**src/rtl/crt_timing_pkg.sv**
```systemverilog
package crt_timing_pkg;

    localparam int HW     = 10;
    localparam int VW     = 10;
    localparam int HCW    = HW + 1;
    localparam int VCW    = VW + 1;
    localparam int H_BIAS = 3;
    localparam int V_BIAS = 1;

    typedef enum logic [1:0] {
        SCAN_PROG    = 2'b00,
        SCAN_PROG_B  = 2'b01,
        SCAN_ILACE   = 2'b10,
        SCAN_REPEAT  = 2'b11
    } scan_mode_e;

    typedef struct packed {
        logic [HW-1:0] hsync_end;
        logic [HW-1:0] hact_begin;
        logic [HW-1:0] hact_end;
        logic [HW-1:0] line_total;
        logic [VW-1:0] vsync_end;
        logic [VW-1:0] vact_begin;
        logic [VW-1:0] vact_end;
        logic [VW-1:0] frame_total;
        scan_mode_e    mode;
    } crt_cfg_t;

    typedef struct packed {
        logic hs;
        logic hact;
        logic line_end;
    } hstate_t;

    function automatic logic is_two_field(scan_mode_e m);
        return (m == SCAN_ILACE) || (m == SCAN_REPEAT);
    endfunction

    function automatic logic [HCW-1:0] h_abs(logic [HW-1:0] x);
        return HCW'(x) + HCW'(H_BIAS);
    endfunction

    function automatic logic [VCW-1:0] v_abs(logic [VW-1:0] x);
        return VCW'(x) + VCW'(V_BIAS);
    endfunction

endpackage

```
**src/rtl/crt_cfg_shadow.sv**
```systemverilog
module crt_cfg_shadow
    import crt_timing_pkg::*;
(
    input  logic     clk,
    input  logic     rst,
    input  logic     load,
    input  crt_cfg_t cfg_in,
    output crt_cfg_t cfg_q
);
    always_ff @(posedge clk) begin
        if (rst || load) begin
            cfg_q <= cfg_in;
        end
    end
endmodule

```
**src/rtl/crt_h_counter.sv**
```systemverilog
module crt_h_counter
    import crt_timing_pkg::*;
(
    input  logic           clk,
    input  logic           rst,
    input  logic [HW-1:0]  hsync_end,
    input  logic [HW-1:0]  hact_begin,
    input  logic [HW-1:0]  hact_end,
    input  logic [HW-1:0]  line_total,
    output logic [HCW-1:0] pix,
    output hstate_t        hst
);
    logic [HCW-1:0] last_pix;

    assign last_pix = h_abs(line_total) - HCW'(1);

    always_comb begin
        hst.line_end = (pix == last_pix);
        hst.hs       = (pix < h_abs(hsync_end));
        hst.hact     = (pix >= h_abs(hact_begin)) && (pix < h_abs(hact_end));
    end

    always_ff @(posedge clk) begin
        if (rst || hst.line_end) begin
            pix <= '0;
        end else begin
            pix <= pix + HCW'(1);
        end
    end

    AST_PIX_RANGE: assert property (@(posedge clk) disable iff (rst)
        pix <= last_pix) else $error("pixel counter beyond line end");
endmodule

```
**src/rtl/crt_v_counter.sv**
```systemverilog
module crt_v_counter
    import crt_timing_pkg::*;
(
    input  logic           clk,
    input  logic           rst,
    input  logic           line_end,
    input  logic [VW-1:0]  vact_begin,
    input  logic [VW-1:0]  vact_end,
    input  logic [VW-1:0]  frame_total,
    input  scan_mode_e     mode,
    output logic [VCW-1:0] line,
    output logic           phase,
    output logic           vact,
    output logic           frame_end
);
    logic field_end;
    logic two_field;
    logic seen_clk;

    assign two_field = is_two_field(mode);
    assign field_end = line_end && (line == VCW'(frame_total));
    assign frame_end = field_end && (!two_field || phase);
    assign vact      = (line >= v_abs(vact_begin)) && (line < v_abs(vact_end));

    always_ff @(posedge clk) begin
        if (rst) begin
            line     <= '0;
            phase    <= 1'b0;
            seen_clk <= 1'b0;
        end else begin
            seen_clk <= 1'b1;
            if (field_end) begin
                line  <= '0;
                phase <= two_field ? ~phase : 1'b0;
            end else if (line_end) begin
                line  <= line + VCW'(1);
            end
        end
    end

    AST_PHASE_AT_TOP: assert property (@(posedge clk) disable iff (rst)
        (seen_clk && (phase != $past(phase))) |-> (line == '0)) else $error("phase moved mid field");
    AST_LINE_STEP: assert property (@(posedge clk) disable iff (rst)
        (seen_clk && (line != $past(line))) |-> $past(line_end)) else $error("line moved mid line");
endmodule

```
**src/rtl/crt_timing_gen.sv**
```systemverilog
module crt_timing_gen
    import crt_timing_pkg::*;
(
    input  logic           clk,
    input  logic           rst,
    input  logic [HW-1:0]  cfg_hsync_end,
    input  logic [HW-1:0]  cfg_hact_begin,
    input  logic [HW-1:0]  cfg_hact_end,
    input  logic [HW-1:0]  cfg_line_total,
    input  logic [VW-1:0]  cfg_vsync_end,
    input  logic [VW-1:0]  cfg_vact_begin,
    input  logic [VW-1:0]  cfg_vact_end,
    input  logic [VW-1:0]  cfg_frame_total,
    input  logic [1:0]     cfg_scan_mode,
    input  logic           cfg_win_status_en,
    input  logic [1:0]     win_status,
    input  logic           win_data_valid,
    output logic           hsync,
    output logic           vsync,
    output logic           blank,
    output logic           field_odd,
    output logic           vsync_start,
    output logic           vblank_start,
    output logic [VCW-1:0] line_cnt,
    output logic [HCW-1:0] pix_cnt
);
    crt_cfg_t       cfg_in;
    crt_cfg_t       cfg;
    hstate_t        hst;
    logic           phase;
    logic           vact;
    logic           frame_end;
    logic [HCW-1:0] half;
    logic [VCW-1:0] vs_last;
    logic           vs_raw;
    logic           win_on;
    logic           seen_clk;

    always_comb begin
        cfg_in.hsync_end   = cfg_hsync_end;
        cfg_in.hact_begin  = cfg_hact_begin;
        cfg_in.hact_end    = cfg_hact_end;
        cfg_in.line_total  = cfg_line_total;
        cfg_in.vsync_end   = cfg_vsync_end;
        cfg_in.vact_begin  = cfg_vact_begin;
        cfg_in.vact_end    = cfg_vact_end;
        cfg_in.frame_total = cfg_frame_total;
        cfg_in.mode        = scan_mode_e'(cfg_scan_mode);
    end

    crt_cfg_shadow u_shadow (
        .clk    (clk),
        .rst    (rst),
        .load   (frame_end),
        .cfg_in (cfg_in),
        .cfg_q  (cfg)
    );

    crt_h_counter u_hcnt (
        .clk        (clk),
        .rst        (rst),
        .hsync_end  (cfg.hsync_end),
        .hact_begin (cfg.hact_begin),
        .hact_end   (cfg.hact_end),
        .line_total (cfg.line_total),
        .pix        (pix_cnt),
        .hst        (hst)
    );

    crt_v_counter u_vcnt (
        .clk         (clk),
        .rst         (rst),
        .line_end    (hst.line_end),
        .vact_begin  (cfg.vact_begin),
        .vact_end    (cfg.vact_end),
        .frame_total (cfg.frame_total),
        .mode        (cfg.mode),
        .line        (line_cnt),
        .phase       (phase),
        .vact        (vact),
        .frame_end   (frame_end)
    );

    assign half    = h_abs(cfg.line_total) >> 1;
    assign vs_last = VCW'(cfg.vsync_end);

    always_comb begin
        if (phase) begin
            vs_raw = ((line_cnt == '0) && (pix_cnt >= half))
                   || ((line_cnt != '0) && (line_cnt <= vs_last))
                   || ((line_cnt == vs_last + VCW'(1)) && (pix_cnt < half));
        end else begin
            vs_raw = (line_cnt <= vs_last);
        end
    end

    assign blank        = !(hst.hact && vact);
    assign win_on       = cfg_win_status_en && win_data_valid && !blank;
    assign hsync        = win_on ? win_status[0] : hst.hs;
    assign vsync        = win_on ? win_status[1] : vs_raw;
    assign field_odd    = phase && (cfg.mode == SCAN_ILACE);
    assign vsync_start  = (line_cnt == '0) && (pix_cnt == (phase ? half : '0));
    assign vblank_start = (pix_cnt == '0) && (line_cnt == v_abs(cfg.vact_end));

    always_ff @(posedge clk) begin
        if (rst) begin
            seen_clk <= 1'b0;
        end else begin
            seen_clk <= 1'b1;
        end
    end

    AST_WIN_CODE: assert property (@(posedge clk) disable iff (rst)
        (cfg_win_status_en && win_data_valid && !blank) |-> ({vsync, hsync} == win_status)) else $error("status code missing");
    AST_CFG_AT_FRAME: assert property (@(posedge clk) disable iff (rst)
        (seen_clk && (cfg != $past(cfg))) |-> ((pix_cnt == '0) && (line_cnt == '0) && !phase)) else $error("timing changed mid frame");
    AST_VS_SINGLE: assert property (@(posedge clk) disable iff (rst)
        vsync_start |=> !vsync_start) else $error("sync start pulse too long");
    AST_RESET_STATE: assert property (@(posedge clk)
        rst |=> ((pix_cnt == '0) && (line_cnt == '0) && !field_odd)) else $error("reset state wrong");
endmodule

```
**config.mk**
```make
export PLATFORM = sky130hd
export DESIGN_NAME = crt_timing_gen
export DESIGN_NICKNAME = d
export VERILOG_FILES = /design/src/rtl/crt_timing_pkg.sv /design/src/rtl/crt_cfg_shadow.sv /design/src/rtl/crt_h_counter.sv /design/src/rtl/crt_v_counter.sv /design/src/rtl/crt_timing_gen.sv
export SDC_FILE = /design/constraint.sdc
export NUM_CORES = 1
export LEC_CHECK = 0
export ABC_AREA = 1
export BUFFER_PORTS_ARGS = -buffer_cell sky130_fd_sc_hd__buf_2
export CAP_MARGIN = 15
export CORE_ASPECT_RATIO = 1.5
export CORE_MARGIN = 3
export CORE_UTILIZATION = 43
export DETAILED_ROUTE_END_ITERATION = 16
export PLACE_DENSITY = 0.65
export SYNTH_ARGS = -nofsm -noshare
export SYNTH_HDL_FRONTEND = slang
export SYNTH_SLANG_ARGS = --single-unit
```
**constraint.sdc**
```tcl
create_clock -name clk -period 5 [get_ports clk]
set_input_delay 0.25 -clock clk [delete_from_list [all_inputs] [get_ports clk]]
set_output_delay 0.25 -clock clk [all_outputs]
set_load 0.05 [all_outputs]
```
Word level (Yosys, flattened, before mapping)
Index checks and enable logic that the tools add are counted.
- bits in registers: 105
- input bits: 88
- output and inout bits: 28
- word-level logic and storage cells: 68
- add/subtract/negate cells: 10
- magnitude comparators: 8
- eq/ne operators: 7
- muxes and demuxes: 5
- bitwise operators: 1
- reductions and logical operators: 25
- operators by type and width (cell ; number):
    $add 10x2->11 const B ; 4
    $add 10x1->11 const B ; 3
    $eq 11x11->1 ; 3
    $lt 11x11->1 ; 3
    $add 11x1->11 const B ; 2
    $eq 11x10->1 ; 2
    $ge 11x11->1 ; 2
    $logic_not 11->1 ; 2
    $logic_and 1x1->1 ; 13
    $ge 11x10->1 ; 1
    $le 11x10->1 ; 1
    $lt 11x10->1 ; 1
    $reduce_bool 11->1 ; 1
    $sub 11x1->11 const B ; 1
    $mux 10 ; 1
    $logic_or 1x1->1 ; 6
    $eq 2x2->1 const B ; 2
    $mux 1 ; 4
    $logic_not 1->1 ; 2
    $reduce_or 2->1 ; 1
    $not 1->1 ; 1

Logic depth before layout (Yosys ltp)
- word-level depth: 7
- gate-level depth with buffers: 21
- gate-level depth less buffers: 21

Cells and area by module
Synthesis repeated with hierarchy kept, for this count alone.
- cell total of the unflattened synthesis: 992
- area, all modules: 7857.5 µm²
- modules (own cells, without submodules) (module ; instances ; cells an instance ; area each (µm²) ; sequential area each (µm²)):
    crt_cfg_shadow ; 1 ; 85 ; 2473.6 ; 2462.4
    crt_h_counter ; 1 ; 317 ; 2021.9 ; 220.2
    crt_timing_gen ; 1 ; 340 ; 1813.0 ; 0.0
    crt_v_counter ; 1 ; 250 ; 1549.0 ; 240.2

Least setup slack after synthesis
No wires, ideal clock.
- path kind: register -> register
- from: register u_shadow.cfg_q[42] (netlist name)
- to: register u_shadow.cfg_q[0] (netlist name) (enable)
- library setup time: 0.436 ns
- arrival time: 3.690 ns
- data required time: 4.564 ns
- slack: 0.874 ns
- cell stages (with the launch flop): 19
- buffers on the path: 0
- clock period less this slack: 4.126 ns
- path through: edfxtp_1 inv_2 ha_1 inv_1 nand2_2 nand2_4 nor2_4 inv_2 nor2_4 nand2_2 nand3_2 nand2_1 nor2_1 nand2_1 nor2_1 nand4_1 nand2_2 nand2_1 inv_1
- longest elaborated chain between the ends: 6
- RTL lines (element ; RTL line ; text):
    from (decl) ; crt_cfg_shadow.sv:8 ; output crt_cfg_t cfg_q
    from (signal assigned) ; crt_cfg_shadow.sv:12 ; cfg_q <= cfg_in;
    $add 10x2->11 ; crt_timing_pkg.sv:40 ; return HCW'(x) + HCW'(H_BIAS);
    $sub 11x1->11 ; crt_h_counter.sv:15 ; assign last_pix = h_abs(line_total) - HCW'(1);
    $eq 11x11->1 ; crt_h_counter.sv:18 ; hst.line_end = (pix == last_pix);
    $logic_and 1x1->1 ; crt_v_counter.sv:21 ; assign field_end = line_end && (line == VCW'(frame_total));
    $logic_and 1x1->1 ; crt_v_counter.sv:22 ; assign frame_end = field_end && (!two_field || phase);
    $logic_or 1x1->1 ; crt_cfg_shadow.sv:11 ; if (rst || load) begin
Every way passes these cells.
A chain may end at the register's enable or synchronous reset.

Final worst setup path
- from: register u_shadow.cfg_q[42] (netlist name)
- to: register u_shadow.cfg_q[60] (netlist name) (enable)
The elaborated chain is that of the path after synthesis.

==> out/qor.csv <==
metric,value,unit
worst path bufs/invs,5,
chip width,115,µm
IO buf count,115,
multi-input logic area,4270,µm²
GP Congestion,0.882,
WP data required,5.02,ns
Mapped Cells,897,
vias per cell,5.34,
number of flops mapped to enable cells by yosys,82,
Worst-Skew Late Latency,0.36,ns
Site Rows,59,
PD cells,231,nW/µm²
Netlist Area Pre-Place,7620,µm²
core area,17300,µm²
Post-synth ARST share,0,
DR WL/cell,15.2,µm
"Cell Chain, Critical Path",inv_2 -> ha_1 -> inv_1 -> nand4_1 -> nand2_2 -> inv_2 -> nor2_2 -> nand2_1 -> nand2_2 -> nor2_1 -> nor2_1 -> nand2_1 -> nor2_1 -> nand4_1 -> nand2_2 -> nand2_1 -> clkinv_2 -> buf_4,
CTS tree,built,
Clock Skew,0.0128,ns
Critical Path Sink Type,flop,
setup ws final,1.25,ns
final net count,1190,
1st-iter DRT viols,299,
Via Count,6605,
largest net degree at the start of global routing,35,
Hold Worst Slack,0.0569,ns
GRT overflow,0,
most used flip-flop cell after synthesis,edfxtp_1,
clock buffer count from CTS,9,
Leakage,3.93,nW
"Hold-fix buffers, CTS",0,
Slew Limit Fails,0,
FF/Latch Area,2920,µm²
"Clk pin slew, worst setup/hold paths",0.08,ns
initial core utilization,0.439,
H-tree depth,3,
"top cells by area, synth","edfxtp_1 (32%), ha_1 (13%), nand2_1 (8.9%)",
Finish-stage setup viols,0,
"area leader, netlist",edfxtp_1,
DR pass1 iterations,5,
post-synthesis sequential area ratio,0.383,
Tmin final,3.75,ns
outcome,"finished, final reports clean",
Rel. slew slack,0.355,
setup TNS,0,ns
hpwl dp,14.9,mm
CP max-delay cell,buf_4,
overall power,2.02,mW
Post-Route WL,18.8,mm
CP top delay family,simple AND/OR/NAND/NOR gates,
Fmax,267,MHz
Slew @ Worst Pin,0.959,ns
crit-path max cell delay,0.47,ns
Max Root-Sink Buffers,2,
final routed DRC violation total,0,
die height,169,µm
dpl ws,1.23,ns
die area,19400,µm²
RSZ-0062 raised after global routing,false,
io pins,116,
initial antenna violation count,0,
# fillers,1645,
Post-CTS Repair Setup Buffers,0,
Mapped Nets,1067,
Layout area overhead,14.7,%
Yosys warning count,0,
CP max FO,34,
Detail Route Antenna Nets,0,
CTS Sinks,105,
Ant. Diodes,0,
post-synth cell types,46,
CTS root buffer,clkbuf_16,
VDD IR max,0.133,mV
share of cells above drive strength 1,0.180,
Worst Hold Class,in -> reg,
Max Cap Violations,0,
post-cts gate resize count,0,
Final Hold Vio Count,0,
Critical Path AT,3.77,ns
gr usage total,0.195,
Worst setup SP type,flop,
period utilisation layout,0.750,
first-pass GRT wire length,29.8,mm
Setup CP Type,reg -> reg,
Synth top area share,0.323,
syn avg cell area,8.50,µm²
vias in the first global route,6493,
Yosys reg bits,105,
-- cells in the mapped netlist (all sizes together) (2+ instances only) --
master and count:
nand2 195, inv 103, nor2 84, edfxtp 82, ha 82, nand3 78, xor2 52, a21oi 46
nand4 39, nor3 24, dfxtp 23, o21ai 21, xnor2 18, nor4 6, or2 6, a211oi 4
clkbuf 4, nand3b 4, a31oi 3, nor3b 3, o2111ai 3, o211ai 3, buf 2
-- cells in the final DEF, fill, tap and decap left out, types with 3 or more instances in the layout --
cell | synthesis | final
xnor2_1 | 18 | 18
ha_1 | 82 | 82
nand3b_1 | 4 | 4
a211oi_1 | 4 | 4
buf_4 | 0 | 3
xor2_1 | 52 | 52
or2_2 | 6 | 6
nand4_1 | 39 | 39
nor2_1 | 71 | 71
o211ai_1 | 3 | 3
nor2_4 | 5 | 5
a21oi_1 | 46 | 46
nand2_1 | 181 | 181
edfxtp_1 | 82 | 82
nand2_2 | 12 | 12
nor3_1 | 20 | 20
nor2_2 | 8 | 8
clkbuf_16 | 0 | 9
nand3_1 | 74 | 74
a31oi_1 | 3 | 3
nor3_2 | 3 | 3
o2111ai_1 | 3 | 3
dfxtp_1 | 23 | 23
inv_1 | 97 | 96
nor4_1 | 6 | 6
o21ai_0 | 21 | 21
buf_2 | 0 | 115
nand3_2 | 3 | 3
inv_2 | 5 | 5
-- per-stage QoR --
| step | util | std cells | instance area (µm²) |
|---|---|---|---|
| 3_3_place_gp | 0.487 | 1222 | 8450 |
| 6_report | 0.504 | 1238 | 8750 |
| 2_1_floorplan | - | 897 | 7620 |
| 4_1_cts | 0.504 | 1238 | 8750 |
| 3_5_place_dp | 0.487 | 1222 | 8450 |
| 5_1_grt | 0.504 | 1238 | 8750 |
-- where the power goes --
group | leakage [nW] | internal, mW | switching [mW]
clock | 0.147 | 0.352 | 0.354
sequential | 0.972 | 0.988 | 0.0373
combinational | 2.82 | 0.113 | 0.180
total | 3.93 | 1.45 | 0.571
-- logic make-up (layout without fill, tap and decap cells) --
| family | count (synthesis) | in the layout | share of synthesized area |
|---|---|---|---|
| buf+inv | 110 | 238 | 0.0565 |
| flops | 105 | 105 | 0.383 |
| xor+xnor | 71 | 71 | 0.0834 |
| simple gates | 441 | 441 | 0.276 |
| compound gates | 88 | 88 | 0.0660 |
| fa+ha+maj | 82 | 82 | 0.135 |
-- final cells by class --
class,count,area share
Multi-Input combinational cell,682,0.488
Sequential cell,105,0.334
Timing Repair Buffer,118,0.0684
Inverter,104,0.0451
Tap cell,213,0.0305
Clock buffer,9,0.0257
Clock inverter,7,0.00801
-- registers in the layout (all words and copies together) (netlist names) --
register        count
u_shadow.cfg_q     82
u_hcnt.pix         11
u_vcnt.line        11
u_vcnt.phase        1
-- worst paths after layout --
kind                                              startpoint                            to  slack [ns]  cells after the start
worst min register to register   u_vcnt.line[6]$_SDFFE_PP0P_   u_vcnt.line[6]$_SDFFE_PP0P_        0.63                      2
worst max-delay path            u_shadow.cfg_q[42]$_DFFE_PP_  u_shadow.cfg_q[60]$_DFFE_PP_        1.25                     18
worst max register to register  u_shadow.cfg_q[42]$_DFFE_PP_  u_shadow.cfg_q[60]$_DFFE_PP_        1.25                     18
worst min-delay path                         cfg_hact_end[7]  u_shadow.cfg_q[59]$_DFFE_PP_        0.06                      1
-- metal layers --
metal | vias to the layer above | wire [µm] | GRT usage
met3 | 56 | 794 | 0.0279
met4 | 0 | 852 | 0.103
met2 | 169 | 9950 | 0.362
li1 | 3348 | - | -
met1 | 3032 | 7210 | 0.208
met5 | - | 0 | 0
Power figures use the tool's default switching activity.
